### src/rtl/fifo_level_irq_pkg.sv
package fifo_level_irq_pkg;

  // Bit positions shared by the status and enable words
  localparam int RXHI_BIT  = 4;
  localparam int TXLO_BIT  = 12;
  localparam int DONE_BIT  = 16;
  localparam int NFLAG     = 3;

  // Field positions inside the packed fill-count word
  localparam int RXCNT_LSB = 0;
  localparam int TXCNT_LSB = 16;

  // Index of each flag inside the internal flag vector
  localparam int F_RXHI = 0;
  localparam int F_TXLO = 1;
  localparam int F_DONE = 2;

  // Receive queue has reached three quarters of capacity
  function automatic logic reach_high(input logic [31:0] cnt, input logic [31:0] depth);
    return (cnt * 32'd4) >= (depth * 32'd3);
  endfunction

  // Transmit queue holds at most one quarter of capacity
  function automatic logic reach_low(input logic [31:0] cnt, input logic [31:0] depth);
    return (cnt * 32'd4) <= depth;
  endfunction

endpackage

### src/rtl/byte_fifo.sv
module byte_fifo #(
  parameter int DEPTH = 64,
  parameter int WIDTH = 8,
  localparam int AW = $clog2(DEPTH),
  localparam int CW = AW + 1
) (
  input  logic             clk,
  input  logic             rst_n,
  input  logic             flush,
  input  logic             push,
  input  logic [WIDTH-1:0] wdata,
  input  logic             pop,
  output logic [WIDTH-1:0] rdata,
  output logic [CW-1:0]    count,
  output logic             push_ok,
  output logic             pop_ok
);

  logic [WIDTH-1:0] mem [DEPTH];
  logic [AW-1:0]    wr_ptr, rd_ptr;
  logic             full, empty;

  assign full    = (count == CW'(DEPTH));
  assign empty   = (count == '0);
  assign push_ok = push & ~full & ~flush;
  assign pop_ok  = pop & ~empty & ~flush;
  assign rdata   = mem[rd_ptr];

  function automatic logic [AW-1:0] next_ptr(input logic [AW-1:0] p);
    return (p == AW'(DEPTH - 1)) ? '0 : p + 1'b1;
  endfunction

  always_ff @(posedge clk) begin
    if (push_ok) mem[wr_ptr] <= wdata;
  end

  always_ff @(posedge clk) begin
    if (!rst_n || flush) begin
      wr_ptr <= '0;
      rd_ptr <= '0;
      count  <= '0;
    end else begin
      if (push_ok) wr_ptr <= next_ptr(wr_ptr);
      if (pop_ok)  rd_ptr <= next_ptr(rd_ptr);
      case ({push_ok, pop_ok})
        2'b10:   count <= count + 1'b1;
        2'b01:   count <= count - 1'b1;
        default: count <= count;
      endcase
    end
  end

endmodule

### src/rtl/flag_bank.sv
module flag_bank #(
  parameter int NFLAG = 3
) (
  input  logic             clk,
  input  logic             rst_n,
  input  logic [NFLAG-1:0] set_vec,
  input  logic [NFLAG-1:0] clr_vec,
  output logic [NFLAG-1:0] flags
);

  // One sticky bit per flag; a set on the same edge beats a clear
  for (genvar gi = 0; gi < NFLAG; gi++) begin : g_flag
    always_ff @(posedge clk) begin
      if (!rst_n) flags[gi] <= 1'b0;
      else        flags[gi] <= set_vec[gi] | (flags[gi] & ~clr_vec[gi]);
    end
  end

endmodule

### src/rtl/fifo_level_irq.sv
module fifo_level_irq
  import fifo_level_irq_pkg::*;
#(
  parameter int DEPTH = 64,
  parameter int WIDTH = 8,
  localparam int CW = $clog2(DEPTH) + 1
) (
  input  logic             clk,
  input  logic             rst_n,
  input  logic             tx_wr,
  input  logic [WIDTH-1:0] tx_wdata,
  input  logic             tx_rd,
  output logic [WIDTH-1:0] tx_rdata,
  input  logic             rx_wr,
  input  logic [WIDTH-1:0] rx_wdata,
  input  logic             rx_rd,
  output logic [WIDTH-1:0] rx_rdata,
  input  logic             tx_flush,
  input  logic             rx_flush,
  input  logic             xfer_done,
  input  logic             en_wr,
  input  logic [31:0]      en_wdata,
  input  logic             sts_wr,
  input  logic [31:0]      sts_wdata,
  output logic [31:0]      fifo_sta,
  output logic [31:0]      en_word,
  output logic [31:0]      sts_word,
  output logic             irq
);

  logic [CW-1:0]    tx_cnt, rx_cnt;
  logic             tx_push_ok, tx_pop_ok, rx_push_ok, rx_pop_ok;
  logic             rx_hi_evt, tx_lo_evt;
  logic [NFLAG-1:0] set_vec, clr_vec, flags, en_q, en_d;
  logic             unused_wdata;

  byte_fifo #(.DEPTH(DEPTH), .WIDTH(WIDTH)) u_tx_fifo (
    .clk(clk), .rst_n(rst_n), .flush(tx_flush),
    .push(tx_wr), .wdata(tx_wdata), .pop(tx_rd), .rdata(tx_rdata),
    .count(tx_cnt), .push_ok(tx_push_ok), .pop_ok(tx_pop_ok)
  );

  byte_fifo #(.DEPTH(DEPTH), .WIDTH(WIDTH)) u_rx_fifo (
    .clk(clk), .rst_n(rst_n), .flush(rx_flush),
    .push(rx_wr), .wdata(rx_wdata), .pop(rx_rd), .rdata(rx_rdata),
    .count(rx_cnt), .push_ok(rx_push_ok), .pop_ok(rx_pop_ok)
  );

  // Level events derived from the registered counts
  assign rx_hi_evt = reach_high(32'(rx_cnt), 32'(DEPTH));
  assign tx_lo_evt = reach_low(32'(tx_cnt), 32'(DEPTH));

  always_comb begin
    set_vec         = '0;
    set_vec[F_RXHI] = rx_hi_evt;
    set_vec[F_TXLO] = tx_lo_evt;
    set_vec[F_DONE] = xfer_done;
    clr_vec         = '0;
    en_d            = '0;
    if (sts_wr) begin
      clr_vec[F_RXHI] = sts_wdata[RXHI_BIT];
      clr_vec[F_TXLO] = sts_wdata[TXLO_BIT];
      clr_vec[F_DONE] = sts_wdata[DONE_BIT];
    end
    en_d[F_RXHI] = en_wdata[RXHI_BIT];
    en_d[F_TXLO] = en_wdata[TXLO_BIT];
    en_d[F_DONE] = en_wdata[DONE_BIT];
  end

  flag_bank #(.NFLAG(NFLAG)) u_flags (
    .clk(clk), .rst_n(rst_n), .set_vec(set_vec), .clr_vec(clr_vec), .flags(flags)
  );

  always_ff @(posedge clk) begin
    if (!rst_n)     en_q <= '0;
    else if (en_wr) en_q <= en_d;
  end

  always_comb begin
    fifo_sta                      = '0;
    fifo_sta[RXCNT_LSB +: CW]     = rx_cnt;
    fifo_sta[TXCNT_LSB +: CW]     = tx_cnt;
    sts_word                      = '0;
    sts_word[RXHI_BIT]            = flags[F_RXHI];
    sts_word[TXLO_BIT]            = flags[F_TXLO];
    sts_word[DONE_BIT]            = flags[F_DONE];
    en_word                       = '0;
    en_word[RXHI_BIT]             = en_q[F_RXHI];
    en_word[TXLO_BIT]             = en_q[F_TXLO];
    en_word[DONE_BIT]             = en_q[F_DONE];
  end

  assign irq = |(flags & en_q);

  // Only three bits of each write word carry meaning
  assign unused_wdata = ^{en_wdata, sts_wdata, tx_push_ok, tx_pop_ok, rx_push_ok, rx_pop_ok};

endmodule

### config.mk
export PLATFORM = sky130hd
export DESIGN_NAME = fifo_level_irq
export DESIGN_NICKNAME = d
export VERILOG_FILES = /design/src/rtl/fifo_level_irq_pkg.sv /design/src/rtl/byte_fifo.sv /design/src/rtl/flag_bank.sv /design/src/rtl/fifo_level_irq.sv
export SDC_FILE = /design/constraint.sdc
export NUM_CORES = 1
export LEC_CHECK = 0
export ABC_AREA = 1
export CORE_MARGIN = 2
export CORE_UTILIZATION = 60
export CTS_BUF_LIST = sky130_fd_sc_hd__clkbuf_4 sky130_fd_sc_hd__clkbuf_8
export DETAILED_ROUTE_END_ITERATION = 6
export PLACE_DENSITY_LB_ADDON = 0.05
export SYNTH_ARGS = -nofsm -noshare
export SYNTH_HDL_FRONTEND = slang
export SYNTH_HIERARCHICAL = 1
export SYNTH_SLANG_ARGS = --single-unit
### constraint.sdc
create_clock -name clk -period 4.2 [get_ports clk]
set_clock_uncertainty 0.1 [all_clocks]
set_input_delay 0.63 -clock clk [delete_from_list [all_inputs] [get_ports clk]]
set_output_delay 0.63 -clock clk [all_outputs]
set_load 0.02 [all_outputs]
==> impl_metrics.py <==
metrics = {
    "status": {
        "outcome": "completed",
    },
    "floorplan": {
        "fp.dieW_microns": 280,
        "start_util_pct": 60.4,
        "die_y_microns": 280,
        "io_pins": 204,
        "rows": 101,
        "dieArea_sq_um": 78400,
        "coreArea_sq_um": 75700,
    },
    "placement": {
        "place_inst": 5014,
        "hpwl_microns": 61600,
        "place_ws_ps": 783,
        "portBuffers": 69,
        "gp_congestion": 0.975,
    },
    "worst_hold_path": {
        "hp-class": "in2reg",
    },
    "critical_path": {
        "critical_path.max_stage_delay_ps": 610,
        "worstPathBufferInverterCount": 2,
        "worstSetupStartpointType": "register",
        "crit_path_end_kind": "output pin",
        "arrival_ps": 3370,
        "cp_cell_sequence": "buf_16, nand2_1, nand3_1, nand3_1, nand2_1, nand2_1, nand3_1, nand3_1, nand2_1, clkdlybuf4s50_1",
        "cp_max_fo": 73,
        "crit_type": "reg2out",
        "required_ps": 3470,
        "slowest_stage": "clkdlybuf4s50_1",
        "path_delay_family": "simple AND/OR/NAND/NOR gates",
    },
    "synth": {
        "syn_inst": 4094,
        "synth-edff-count": 1024,
        "async_reset_ff_share_pct": 0,
        "avgSynthCellArea_sq_um": 11.2,
        "ys_seq_elements": 1080,
        "synth_area_sq_um": 45700,
        "yosys_warnings": 6,
        "synth_flop_cell": "edfxtp_1",
        "synthTopCellsByCount": "1399 x nand2_1, 1024 x edfxtp_1, 908 x nand3_1, 169 x nor2_1, 113 x buf_4",
        "synth.area.top_cells": "edfxtp_1 67%, nand2_1 11%, nand3_1 9.9%",
        "yosysTopAreaCellShare_pct": 67.3,
        "seq_area_frac_synth_pct": 69.7,
        "synth_top_area_cell": "edfxtp_1",
        "ys_types": 41,
        "yosysMostFrequentCell": "nand2_1",
    },
    "clocking": {
        "clock-sinks": 1080,
        "clk_latency_ps": 820,
        "cts_buffer_depth": 3,
        "h-tree-depth": 4,
        "cts_root_buf": "clkbuf_8",
        "tritoncts": "done",
        "clkTransAtPathRegs_ps": 60,
        "cts_buffers": 174,
    },
    "routing": {
        "viasPerCell": 5.68,
        "ant_nets": 0,
        "wl_microns": 108000,
        "drtIter0Drc": 3111,
        "drc_errors": 0,
        "dr_total_vias": 30300,
        "wire_per_inst_microns": 20.3,
        "dr.pass1.iters": 6,
    },
    "sta": {
        "fmax_mhz": 244,
        "finalHoldViolCount": 0,
        "maxSlewHeadroom_pct": 24.6,
        "setup_viol_count_final": 0,
        "tns_ps": 0,
        "drv_slew": 0,
        "layout_setup_ws_ps": 95.1,
        "period_minus_slack_ps": 4100,
        "rsz0062_at_grt": "false",
        "tightestPinTransition_ps": 1130,
        "min_period_over_period_pct": 97.7,
    },
    "power_and_ir_drop": {
        "p_sw_share_pct": 22.7,
        "ir_drop_mv": 0.280,
        "p_clk_share_pct": 40.5,
        "p_int_mw": 16.9,
        "pwr_density_cell_nw_per_um2": 431,
        "power_frac_seq_pct": 54.3,
        "leakagePower_nw": 18.6,
        "power.switching_mw": 4.96,
        "p_comb_share_pct": 5.3,
    },
    "run": {
        "maxCapViolations": 0,
    },
    "grt": {
        "grt-ovfl-total": 0,
        "grt_pass1_vias": 28500,
        "antenna_found_initial": 1,
        "track_usage_pct": 27.5,
        "grt_max_degree": 129,
        "grt_pass1_wl_microns": 163000,
    },
    "finish": {
        "final_nets": 4329,
        "final_cells": 5347,
        "syn_to_final_growth_pct": 10.7,
        "drive_above_1_share_pct": 10.4,
        "final_core_util_pct": 66.9,
    },
}
[stage by stage]
stage	instance area [sq um]	hold slack [ps]	power, mW
floorplan	46000	355	12.8
global placement	46900	364	13.2
detailed placement	46900	371	13.2
CTS	50400	67.9	21.9
global route	50600	95.6	22.5
finish	50600	129	21.8
[power by group through the flow]
stage	Combinational [mW]	Sequential [mW]	Clock, mW
floorplan	0.719	12.1	0
global placement	1.09	12.1	0
detailed placement	1.11	12.1	0
CTS	1.12	11.8	8.97
global route	1.26	11.8	9.45
finish	1.15	11.8	8.83
[layout make-up]
cell class	instances	area [sq um]
clock buffers	235	2880
clock inverters	81	544
flip-flops and latches	1080	31900
diodes	1	2.50
inverters	97	417
fillers	5732	25100
well taps	978	1220
repair buffers	186	1930
multi-input cells	2689	11700
[timing repair]
action                                  CTS  global route
cloned                                    2             2
resized for setup                         7            12
hold buffers                              1             0
setup buffers                             1            10
endpoints found under the setup margin   14            16
endpoints found under the hold margin     9             0
[flip-flops by register name (all words and copies together) (netlist names), named ones only]
name and flops:
u_tx_fifo/count 7, u_tx_fifo/mem 512, u_rx_fifo/mem 512, u_rx_fifo/wr_ptr 6, u_tx_fifo/rd_ptr 6, u_tx_fifo/wr_ptr 6
en_q 3, u_rx_fifo/rd_ptr 6, u_rx_fifo/count 7, u_flags/flags 3
[layout by cell type, fill, tap and decap left out, types with 41 or more instances in the layout]
cell and count:
buf_4 83, clkbuf_4 57, clkbuf_8 178, clkdlybuf4s50_1 53, clkinv_1 41, conb_1 76, dfxtp_1 50, edfxtp_1 1024
inv_1 84, nand2_1 1399, nand3_1 908, nor2_1 169
[cell families (layout without fill, tap and decap cells)]
group,count (synthesis),after routing,share of synthesized area [%]
DFF,1080,1080,69.7
xor gates and xnor gates,15,15,0.287
buffers and inverters,400,599,5.23
AOI/OAI and AO/OA,66,66,0.758
adders and majority gates,10,10,0.274
other,1,77,0.00821
and+or+nand+nor,2522,2522,23.7
[routing by layer]
metal  wire length [microns]  vias up  track usage [%]
met3                    9320      160             4.76
met1                   46900    14600             40.7
met2                   50100     1250             42.2
met5                       0        -                0
li1                        -    14300                -
met4                    2110        0             8.27
[worst paths after layout]
path / from / to / slack [ps] / cells after the start
max: register / tx_rdata[2] / 100 / 10
min: tx_wdata[5] / u_tx_fifo/mem[35][5] / 130 / 1
max reg2reg: u_rx_fifo/count[1] / u_rx_fifo/count[4] / 1260 / 15
min reg2reg: u_tx_fifo/rd_ptr[2] / register / 380 / 2
[worst reg2reg max path, stage by stage (launching register included)]
cell,delay (ps)
dfxtp_1,390
inv_1,100
nand3_1,150
nor3b_1,80
nor2_2,390
ha_1,530
xnor2_1,200
inv_1,60
ha_1,170
o21bai_1,210
nand2_1,120
nand2_1,60
nand2_1,50
nand3_1,60
o211ai_1,80
inv_1,50
No activity file was read; power rests on OpenSTA's default activity.
